--- config.mk ---
export PLATFORM = sky130hd
export DESIGN_NAME = bidir_shift_reg
export DESIGN_NICKNAME = d
export VERILOG_FILES = /design/src/rtl/bsr_pkg.sv /design/src/rtl/bsr_sel4.sv /design/src/rtl/bsr_next.sv /design/src/rtl/bidir_shift_reg.sv
export SDC_FILE = /design/constraint.sdc
export NUM_CORES = 1
export LEC_CHECK = 0
export BUFFER_PORTS_ARGS = -buffer_cell sky130_fd_sc_hd__buf_2
export CORE_AREA = 2 2 39 41
export CTS_BUF_LIST = sky130_fd_sc_hd__clkbuf_8
export DETAILED_ROUTE_END_ITERATION = 12
export DIE_AREA = 0 0 41 43
export GPL_ROUTABILITY_DRIVEN = 1
export PLACE_DENSITY = 0.46
export SLEW_MARGIN = 20
export SYNTH_ARGS = -nofsm -noshare
export SYNTH_HDL_FRONTEND = slang
export SYNTH_SLANG_ARGS = --single-unit
--- constraint.sdc ---
create_clock -name clk -period 3 [get_ports clk]
set_clock_uncertainty 0.15 [all_clocks]
set_input_delay 0.3 -clock clk [delete_from_list [all_inputs] [get_ports clk]]
set_output_delay 0.3 -clock clk [all_outputs]
set_load 0.03 [all_outputs]
--- src/rtl/bsr_pkg.sv ---
`timescale 1ns/1ps
package bsr_pkg;

    // Operation selected by the 2-bit mode input; the codes are fixed.
    typedef enum logic [1:0] {
        MODE_HOLD = 2'b00,
        MODE_UP   = 2'b01,
        MODE_DOWN = 2'b10,
        MODE_LOAD = 2'b11
    } mode_e;

    localparam int unsigned MODE_W = 2;

endpackage

--- src/rtl/bsr_sel4.sv ---
`timescale 1ns/1ps
// One bit's four-way next-value selector, indexed by the mode code.
module bsr_sel4
    import bsr_pkg::*;
(
    input  logic [MODE_W-1:0] mode,
    input  logic              keep_v,
    input  logic              below_v,
    input  logic              above_v,
    input  logic              load_v,
    output logic              pick
);

    mode_e sel;

    always_comb begin
        sel = mode_e'(mode);
        unique case (sel)
            MODE_HOLD: pick = keep_v;
            MODE_UP:   pick = below_v;
            MODE_DOWN: pick = above_v;
            MODE_LOAD: pick = load_v;
            default:   pick = keep_v;
        endcase
    end

endmodule

--- src/rtl/bsr_next.sv ---
`timescale 1ns/1ps
// Wires one selector per bit to its neighbours; the end bits take the serial inputs.
module bsr_next
    import bsr_pkg::*;
#(
    parameter int unsigned WIDTH = 4
) (
    input  logic [MODE_W-1:0] mode,
    input  logic [WIDTH-1:0]  cur,
    input  logic              ser_lo,
    input  logic              ser_hi,
    input  logic [WIDTH-1:0]  par_in,
    output logic [WIDTH-1:0]  nxt
);

    localparam int unsigned TOP = WIDTH - 1;

    logic [WIDTH-1:0] below_w;
    logic [WIDTH-1:0] above_w;

    for (genvar i = 0; i < WIDTH; i++) begin : g_bit
        if (i == 0) begin : g_lo_end
            assign below_w[i] = ser_lo;
        end else begin : g_lo_mid
            assign below_w[i] = cur[i-1];
        end

        if (i == TOP) begin : g_hi_end
            assign above_w[i] = ser_hi;
        end else begin : g_hi_mid
            assign above_w[i] = cur[i+1];
        end

        bsr_sel4 u_sel (
            .mode    (mode),
            .keep_v  (cur[i]),
            .below_v (below_w[i]),
            .above_v (above_w[i]),
            .load_v  (par_in[i]),
            .pick    (nxt[i])
        );
    end

endmodule

--- src/rtl/bidir_shift_reg.sv ---
`timescale 1ns/1ps
// Four-mode bidirectional shift register, two-process form.
module bidir_shift_reg
    import bsr_pkg::*;
#(
    parameter int unsigned WIDTH = 4
) (
    input  logic              clk,
    input  logic              rst,
    input  logic [1:0]        mode,
    input  logic              ser_lo,
    input  logic              ser_hi,
    input  logic [WIDTH-1:0]  par_in,
    output logic [WIDTH-1:0]  q_out
);

    typedef struct packed {
        logic [WIDTH-1:0] bits;
    } state_t;

    state_t regs_d;
    state_t regs_q;

    logic [WIDTH-1:0] sel_w;

    bsr_next #(.WIDTH(WIDTH)) u_next (
        .mode   (mode),
        .cur    (regs_q.bits),
        .ser_lo (ser_lo),
        .ser_hi (ser_hi),
        .par_in (par_in),
        .nxt    (sel_w)
    );

    always_comb begin
        regs_d = regs_q;
        if (rst) begin
            regs_d.bits = '0;
        end else begin
            regs_d.bits = sel_w;
        end
    end

    always_ff @(posedge clk) begin
        regs_q <= regs_d;
    end

    assign q_out = regs_q.bits;

endmodule

* After elaboration in Yosys (flattened, before gate mapping)
Index checks and enable logic that the tools add are counted.
Storage, ports and cells: logic and storage cells 9, output and inout bits 4, bits of input ports 10, flip-flop bits (word level) 4
Cells by class: muxes and demuxes 4, equal/unequal tests 3, reduce and logical (&&, ||, !) cells 1
Operators with widths (number):
- $pmux 1 s3 | 4
- $eq 2x2->1 const B | 2
- $eq 2x1->1 const B | 1
- $logic_not 2->1 | 1

* Logic depth before layout (Yosys ltp)
depth after elaboration 2, gate-level depth with buffers 2

* By module
From an unflattened synthesis, not the netlist that was laid out.
Unflattened totals: cells, all modules 12, area, all modules 195.2 µm²
Modules (own cells, without submodules):
- bidir_shift_reg | instances 1, cells each 8, area each 105.1 µm², sequential area each 80.1 µm²
- bsr_sel4 | instances 4, cells each 1, area each 22.5 µm², sequential area each 0.0 µm²

* Worst setup path before layout
Ideal clock, no wire load.
path kind input -> register, start point input port mode[1], end point register regs_q (netlist bit q_out[0]), slack 1854 ps, stages 2, data arrival time 882 ps, path buffers 0, required time 2736 ps, cell sequence mux4_2 nor2b_1
On the way: longest elaborated chain between the ends 2, elaborated cells on any way between the ends 5
Ends and longest elaborated chain:
- start, declared | RTL line bidir_shift_reg.sv:10 | input logic [1:0] mode,
- $eq 2x2->1 / $eq 2x1->1 (equally long branches) | RTL line bsr_sel4.sv:18 | unique case (sel)
- $pmux 1 s3 | RTL line bsr_sel4.sv:18
- end signal, assigned | RTL line bidir_shift_reg.sv:45 | regs_q <= regs_d;
- end, declared | RTL line bidir_shift_reg.sv:22 | state_t regs_q;
Parallel ways exist; a longest one is shown, timed or not. A chain may end at the register's enable or synchronous reset.

* Worst setup path in the final report
start point register regs_q (netlist bit q_out[2]), end point output port q_out[2]
RTL lines:
- end, declared | RTL line bidir_shift_reg.sv:14 | output logic [WIDTH-1:0] q_out
No word-level cell between the ends.

==> impl_results.rst <==
.. list-table::
   :header-rows: 1

   * - Metric
     - Value
   * - Clock tree from TritonCTS
     - done
   * - Final worst setup slack
     - 1.76 ns
   * - Total overflow reported by the global router
     - 0
   * - Leakage component of the power
     - 0.000146 uW
   * - Max cap viols
     - 0
   * - CTS sink cnt
     - 4
   * - Share of power burned in the clock network
     - 54.9%
   * - Util after Layout
     - 23.2%
   * - RSZ-0062 raised after global routing
     - false
   * - Effective utilization at floorplan
     - 16.3%
   * - Hold path startpoint
     - rst
   * - Worst Path Max Fanout
     - 4
   * - H-tree depth
     - 1
   * - Post-place setup slack
     - 1.66 ns
   * - Final hold violation count
     - 0
   * - Mapped Cells
     - 16
   * - Worst path arrival time
     - 0.79 ns
   * - Dominant cell type by area after synthesis
     - sky130_fd_sc_hd__mux4_2
   * - Number of nets in the layout
     - 40
   * - Root Buffer Master
     - sky130_fd_sc_hd__clkbuf_8
   * - Avg Cell Area, Syn
     - 14.1 um2
   * - Flop pwr share
     - 29.9%
   * - Highest achievable clock rate
     - 804 MHz
   * - Critical Path Slowest Stage Cell
     - sky130_fd_sc_hd__dfxtp_1
   * - Fillcell total
     - 154
   * - Clock buffer count from CTS
     - 3
   * - Share of total power in combinational logic
     - 15.2%
   * - Height of the chip
     - 43 um
   * - Top Ports
     - 14
   * - Stage delay of the slowest cell on the critical path
     - 0.36 ns
   * - Flip-flop and latch count after synthesis
     - 4
   * - Post-cts repair resize count
     - 0
   * - Critical path startpoint category
     - flop
   * - Count of buffers inserted at the top-level ports
     - 13
   * - Beginning of the critical path
     - q_out[2]
   * - Measured slew at the worst slew-check pin
     - 0.162 ns
   * - Worst slew margin relative to its limit
     - 89.3%
   * - Worst-case hold slack
     - 0.147 ns
   * - Final RePlAce weighted congestion
     - 0.605
   * - Die Wd
     - 41 um
   * - Setup_tns
     - 0 ns
   * - Number of vias per cell
     - 4.02
   * - Switching portion of total power
     - 21.0%
   * - Max-slew violation count
     - 0
   * - Maximum ir drop on the vdd rail
     - 0.000147 V
   * - Remaining routing DRC violations
     - 0
   * - Kind of cell adding the most delay to the critical path
     - flip-flops
   * - Placeable core region
     - 1380 um2
   * - Critical path buffer and inverter count
     - 1
   * - Worst hold path type
     - input pin to flop
   * - Via count of the first global-routing pass
     - 178
   * - Number of setup buffers added after CTS
     - 0
   * - Critical path endpoint category
     - output pin
   * - Die area
     - 1760 um2
   * - Gr usage total
     - 7.29%
   * - Largest net degree at the start of global routing
     - 5
   * - Diodes inserted
     - 0
   * - Distinct cell type count of the synthesized netlist
     - 4
   * - Area grow syn2layout
     - 42.8%
   * - Category of the critical setup timing path
     - flop to output pin
   * - Minimum clock period
     - 1.24 ns
   * - Final setup violation count
     - 0
   * - CTS Buffer Depth
     - 2
   * - NetSw
     - 42.3 uW
   * - Fraction of final layout cells sized beyond drive strength 1
     - 71.4%
   * - Flip-flop count of the largest register, all copies and words added
     - 4
   * - PD cells
     - 627 nW/um2
   * - FP Rows
     - 14
   * - Clock-pin slew of the registers on the worst-case setup and hold paths
     - 0.03 ns
   * - Initial DRC Count
     - 0
   * - Post-synthesis sequential area ratio
     - 35.6%
   * - Number of warnings issued by yosys
     - 0
   * - Required time of the worst setup path
     - 2.55 ns
   * - Final period utilization
     - 41.5%
   * - Run status
     - finished clean
   * - 1st-pass router iterations
     - 1
   * - Wire length per cell after detailed routing
     - 10.9 um
   * - R2r startpoint
     - q_out[2]
   * - Top cell type's share of synthesized area
     - 40.0%
   * - Global-route wire length before repair
     - 772 um
   * - Remaining antenna violation count
     - 0
   * - Antenna violations before repair
     - 0
   * - Post-synthesis instance area
     - 225 um2
   * - Worst skew pair latency
     - 0.21 ns
   * - Cells traversed along the worst timing path
     - buf_2
   * - Synth area leaders
     - sky130_fd_sc_hd__mux4_2, sky130_fd_sc_hd__dfxtp_1, sky130_fd_sc_hd__buf_4
   * - Via count of the routed design
     - 177
   * - Internal power component
     - 159 uW
   * - Sum of routed wire length over all layers
     - 478 um
   * - Post-CTS Hold Buffers
     - 0
   * - Total nets after synthesis
     - 26
## area by class of cell
cell class | instances | area, um2 | share of cell area, %
multi-input combinational | 8 | 115 | 35.8
clock buffer | 3 | 41.3 | 12.8
sequential | 4 | 80.1 | 24.9
timing repair buffer | 13 | 65.1 | 20.2
tap | 16 | 20.0 | 6.23
## final timing paths
kind	endpoint	slack [ns]	cells past startpoint
max reg2reg	q_out[2]	1.84	2
max	q_out[2]	1.76	1
min	q_out[1]	0.15	2
min reg2reg	q_out[1]	0.57	2
## synth_stat cells
cell	n
sky130_fd_sc_hd__buf_4	4
sky130_fd_sc_hd__dfxtp_1	4
sky130_fd_sc_hd__mux4_2	4
sky130_fd_sc_hd__nor2b_1	4
## per-layer routing
layer	track usage, %	share of wire [%]	vias to the layer above	wire [um]
li1	-	-	80	-
met1	7.95	41	79	197
met2	8.75	36	16	173
met3	4.19	19	2	89
met4	8.00	3.8	0	18
met5	0	0	-	0
## cells in the final DEF (no fill, tap or decap)
master | netlist | layout
sky130_fd_sc_hd__nor2b_1 | 4 | 4
sky130_fd_sc_hd__mux4_2 | 4 | 4
sky130_fd_sc_hd__clkbuf_8 | 0 | 3
sky130_fd_sc_hd__buf_2 | 0 | 13
sky130_fd_sc_hd__dfxtp_1 | 4 | 4
## stage by stage
step	instances	cell area [um2]	power, uW
2_1_floorplan	16	225	83.4
3_3_place_gp	41	280	90.5
3_5_place_dp	41	280	92.1
4_1_cts	44	322	206
5_1_grt	44	322	212
6_report	44	322	202
## power groups by stage
stage               clock (uW)  sequential (uW)  combinational [uW]
floorplan                    0             59.7                23.7
global placement             0             60.5                30.0
detailed placement           0             61.1                31.0
CTS                        114             60.4                31.0
global route               118             60.9                33.2
finish                     111             60.2                30.7
## cells by family after synthesis
group | Yosys count | synth area share [%]
multiplexers | 4 | 40.0
AND/OR/NAND/NOR | 4 | 11.1
buffers and inverters | 4 | 13.3
flip-flops | 4 | 35.6
No activity file was read; power rests on OpenSTA's default activity.
